### config.mk
export PLATFORM = sky130hd
export DESIGN_NAME = rmux_top
export DESIGN_NICKNAME = d
export VERILOG_FILES = /design/src/rtl/rmux_pkg.sv /design/src/rtl/rmux_cfg_chain.sv /design/src/rtl/rmux_decoder.sv /design/src/rtl/rmux_cell.sv /design/src/rtl/rmux_tree.sv /design/src/rtl/rmux_top.sv
export SDC_FILE = /design/constraint.sdc
export NUM_CORES = 1
export LEC_CHECK = 0
export BUFFER_PORTS_ARGS = -buffer_cell sky130_fd_sc_hd__buf_2
export CORE_AREA = 5 5 42 44
export DETAILED_ROUTE_END_ITERATION = 10
export DIE_AREA = 0 0 47 49
export HOLD_SLACK_MARGIN = 0.08
export SLEW_MARGIN = 20
export SYNTH_ARGS = -nofsm -noshare
export SYNTH_HDL_FRONTEND = slang
export SYNTH_SLANG_ARGS = --single-unit
### constraint.sdc
create_clock -name clk -period 1.48 [get_ports clk]
set_input_delay 0.222 -clock clk [delete_from_list [all_inputs] [get_ports clk]]
set_output_delay 0.222 -clock clk [all_outputs]
set_load 0.01 [all_outputs]
### src/rtl/rmux_pkg.sv
package rmux_pkg;

    // Polarity of a 2:1 tree cell: a high select passes the first leg.
    typedef enum logic {
        LEG_SECOND = 1'b0,
        LEG_FIRST  = 1'b1
    } leg_pick_e;

    // Number of configuration bits needed to encode n choices.
    function automatic int code_width(input int n);
        return (n <= 2) ? 1 : $clog2(n);
    endfunction

    // Number of leaves in a full binary tree for a given code width.
    function automatic int leaf_count(input int w);
        return 1 << w;
    endfunction

endpackage

### src/rtl/rmux_cfg_chain.sv
module rmux_cfg_chain #(
    parameter int W = 3
) (
    input  logic         clk,
    input  logic         rst,
    input  logic         shift_en,
    input  logic         ser_in,
    output logic [W-1:0] code,
    output logic         ser_out
);
    logic [W:0] shifted;

    // New bit enters at bit 0; older bits move toward the top.
    assign shifted = {code, ser_in};

    always_ff @(posedge clk) begin
        if (rst) begin
            code <= '0;
        end else if (shift_en) begin
            code <= shifted[W-1:0];
        end
    end

    // The top flip-flop is the end of the chain.
    assign ser_out = code[W-1];
endmodule

### src/rtl/rmux_decoder.sv
module rmux_decoder #(
    parameter int M = 7,
    parameter int W = 3
) (
    input  logic [W-1:0] code,
    output logic [M-1:0] hot
);
    // A code beyond the last valid choice leaves every select low.
    for (genvar k = 0; k < M; k++) begin : g_line
        assign hot[k] = (code == W'(k));
    end
endmodule

### src/rtl/rmux_cell.sv
module rmux_cell
    import rmux_pkg::*;
(
    input  logic      in0,
    input  logic      in1,
    input  leg_pick_e pick,
    output logic      y
);
    assign y = (pick == LEG_FIRST) ? in0 : in1;
endmodule

### src/rtl/rmux_tree.sv
module rmux_tree
    import rmux_pkg::*;
#(
    parameter int M = 7,
    parameter int W = 3
) (
    input  logic [M-1:0] leaf,
    input  logic [M-1:0] hot,
    input  logic         fill,
    output logic         y
);
    localparam int P     = leaf_count(W);
    localparam int NODES = 2 * P - 1;

    // Heap numbering: node i has children 2i+1 (first leg) and 2i+2.
    logic [NODES-1:0] val;
    logic [NODES-1:0] any_hot;

    for (genvar j = 0; j < P; j++) begin : g_leaf
        if (j < M) begin : g_real
            assign val[P-1+j]     = leaf[j];
            assign any_hot[P-1+j] = hot[j];
        end else begin : g_pad
            assign val[P-1+j]     = fill;
            assign any_hot[P-1+j] = 1'b0;
        end
    end

    // With no select high, every cell takes its second leg and the
    // rightmost leaf wins; that leaf is a pad whenever M < P.
    for (genvar i = 0; i < P - 1; i++) begin : g_node
        leg_pick_e pick;
        assign pick       = any_hot[2*i+1] ? LEG_FIRST : LEG_SECOND;
        assign any_hot[i] = any_hot[2*i+1] | any_hot[2*i+2];
        rmux_cell u_cell (
            .in0  (val[2*i+1]),
            .in1  (val[2*i+2]),
            .pick (pick),
            .y    (val[i])
        );
    end

    assign y = val[0];
endmodule

### src/rtl/rmux_top.sv
module rmux_top
    import rmux_pkg::*;
#(
    parameter int   N_IN      = 6,
    parameter bit   HAS_CONST = 1'b1,
    parameter logic CONST_VAL = 1'b0
) (
    input  logic            clk,
    input  logic            rst,
    input  logic            cfg_en,
    input  logic            cfg_si,
    output logic            cfg_so,
    input  logic [N_IN-1:0] data_in,
    output logic            data_out
);
    localparam int M     = N_IN + (HAS_CONST ? 1 : 0);
    localparam int SEL_W = code_width(M);

    logic [SEL_W-1:0] cfg_code;
    logic [M-1:0]     sel_hot;
    logic [M-1:0]     leaves;
    logic             fill_bit;

    if (HAS_CONST) begin : g_const
        assign leaves   = {CONST_VAL, data_in};
        assign fill_bit = CONST_VAL;
    end else begin : g_plain
        assign leaves   = data_in;
        assign fill_bit = 1'b0;
    end

    rmux_cfg_chain #(.W(SEL_W)) u_chain (
        .clk      (clk),
        .rst      (rst),
        .shift_en (cfg_en),
        .ser_in   (cfg_si),
        .code     (cfg_code),
        .ser_out  (cfg_so)
    );

    rmux_decoder #(.M(M), .W(SEL_W)) u_dec (
        .code (cfg_code),
        .hot  (sel_hot)
    );

    rmux_tree #(.M(M), .W(SEL_W)) u_tree (
        .leaf (leaves),
        .hot  (sel_hot),
        .fill (fill_bit),
        .y    (data_out)
    );
endmodule

==> reports/results.tsv <==
metric	value	unit
gp_congestion	0.575	
slew_violations	0	
hold_path.class	in2reg	
fin_nets	41	
row_count	14	
synth_top_area_frac	0.393	
worstPathArrival	1.31	ns
p_per_area	1010	nW/um2
ir_worst_vdd	0.286	mV
synth_top_flop_cell	dfxtp_1	
reg2reg_to	u_chain.code[1]	
cts_num_sinks	3	
synth_area	153	um2
clk_path_buf_depth	2	
hold_ws	0.174	ns
first_iter_violations	1	
io-pin-count	12	
start_kind	flop	
synthDistinctLibCells	7	
fin_crit_sh	1.04	
cts-hold-fix-buffers	0	
relSlewSlack	0.915	
synthTopCellsByArea	dfxtp_1, mux2i_1, mux4_2	
reg_top3	u_chain.code: 3 flops	
synthArstFlopShare	0	
synth_top_area_cell	dfxtp_1	
placed_area	235	um2
drv_cap	0	
dr_total_vias	157	
setup_viol	1	
largest-register	u_chain.code	
worstPathRequired	1.26	ns
cts.clk_slew.worst_paths	0.04	ns
io_buffers	11	
synth_seq_cells	3	
fp.dieArea	2300	um2
area_growth	72.1	%
grt_usage	0.0451	
synthCells	14	
yosys-top-cells-count	mux2i_1, dfxtp_1, nor2_1	
wirelength	442	um
h-tree-depth	1	
crit_path_max_fanout	2	
synthesis.nets	24	
reg2reg_from	u_chain.code[0]	
synth_edf_count	0	
n_antenna_cell	0	
p_total	0.000267	W
grt_remaining_overflow	0	
worstSetupPathType	reg2out	
fin_tns_setup	-0.0524	ns
drc_errors	0	
tightest_slew	0.123	ns
start_util	0.109	
reg2reg_slack	0.75	ns
cts_tree	built	
largest_reg_flops	3	
dr.pass1.iters	2	
power.leakage	0.124	nW
r2r_cells	3	
ant_nets	0	
finalHoldViolCount	0	
fp.dieW	47	um
fin_ws	-0.0524	ns
regArea	61.3	um2
period_needed	1.53	ns
endpoint	data_out	
cp-startpoint	u_chain.code[0]	
yosys_warnings	0	
core	1400	um2
rsz0062_at_grt	yes	
syn_area_per_cell	10.9	um2
cts_buffers	3	
insertion_delay	0.23	ns
fin_skew	0.00127	ns
status	finished with violations	
synth.most_common_cell	mux2i_1	
vias_per_cell	3.41	
fillers	170	
grt_pass1_wl	669	um
final_area	263	um2
grt_max_degree	5	
die_h	49	um
cts-root-buf	clkbuf_4	
first_global_vias	182	
drive_above_1_share	0.567	
violations	setup timing	
ys_seq_area_frac	0.393	
fmax	0.653	GHz
multi_input_area	88.8	um2
antenna_found_initial	0	
wl_per_cell	9.61	um
cp-end-kind	output pin	
-- metal layers --
layer	GRT usage	vias to the layer above	share of wire
li1	-	83	-
met1	0.0418	66	0.38
met2	0.0588	8	0.47
met3	0.0369	0	0.14
met4	0.0415	0	0
met5	0	-	0
-- cell families after synthesis --
group,share of synthesized area
flops,0.393
compound gates,0.0574
mux,0.410
simple gates,0.115
buf+inv,0.0246
-- what timing repair did --
action / CTS / global route
setup buffers: 0 / 0
gates resized for setup: 1 / 0
endpoints found under the setup margin: 1 / 1
-- stage by stage --
| stage | cells | utilization | worst slack [ns] |
|---|---|---|---|
| after global routing | 46 | 0.188 | -0.0914 |
| after CTS | 46 | 0.188 | -0.0721 |
| final | 46 | 0.188 | -0.0524 |
| after detailed placement | 42 | 0.168 | 0.154 |
| after global placement | 42 | 0.168 | 0.172 |
| after floorplan | 14 | - | 0.217 |
-- power breakdown --
part | switching [W] | total (W) | internal [W]
clock | 0.0000415 | 0.000142 | 0.000101
sequential | 0.00000253 | 0.0000872 | 0.0000847
combinational | 0.0000136 | 0.0000369 | 0.0000234
-- placed cells by master (no fill, tap or decap) --
cell type  instances
nand2b_1           1
mux2i_1            4
dfxtp_2            1
o2bb2ai_1          1
mux4_2             1
dfxtp_1            2
clkbuf_1           1
clkbuf_4           3
nor2_1             3
buf_4              1
buf_2             11
inv_1              1
-- critical path, stage by stage, from the launching register on --
cell and delay [ns]:
dfxtp_2 0.32, mux4_2 0.49, o2bb2ai_1 0.13, buf_2 0.13
-- area by class of cell --
class / instances / area share
sequential: 3 / 0.233
clock buffer: 4 / 0.100
multi-input combinational: 10 / 0.338
timing repair buffer: 12 / 0.238
tap: 16 / 0.0762
inverter: 1 / 0.0143
-- worst min-delay path by stage --
stage,start,end,slack (ns),depth (start not counted)
CTS,rst,u_chain.code[0],0.17,2
global route,rst,u_chain.code[0],0.18,2
finish,rst,u_chain.code[0],0.17,2
global placement,rst,u_chain.code[0],0.42,2
detailed placement,rst,u_chain.code[0],0.42,2
floorplan,rst,u_chain.code[0],0.29,1
Note: power is estimated with default switching activity, not from simulation.
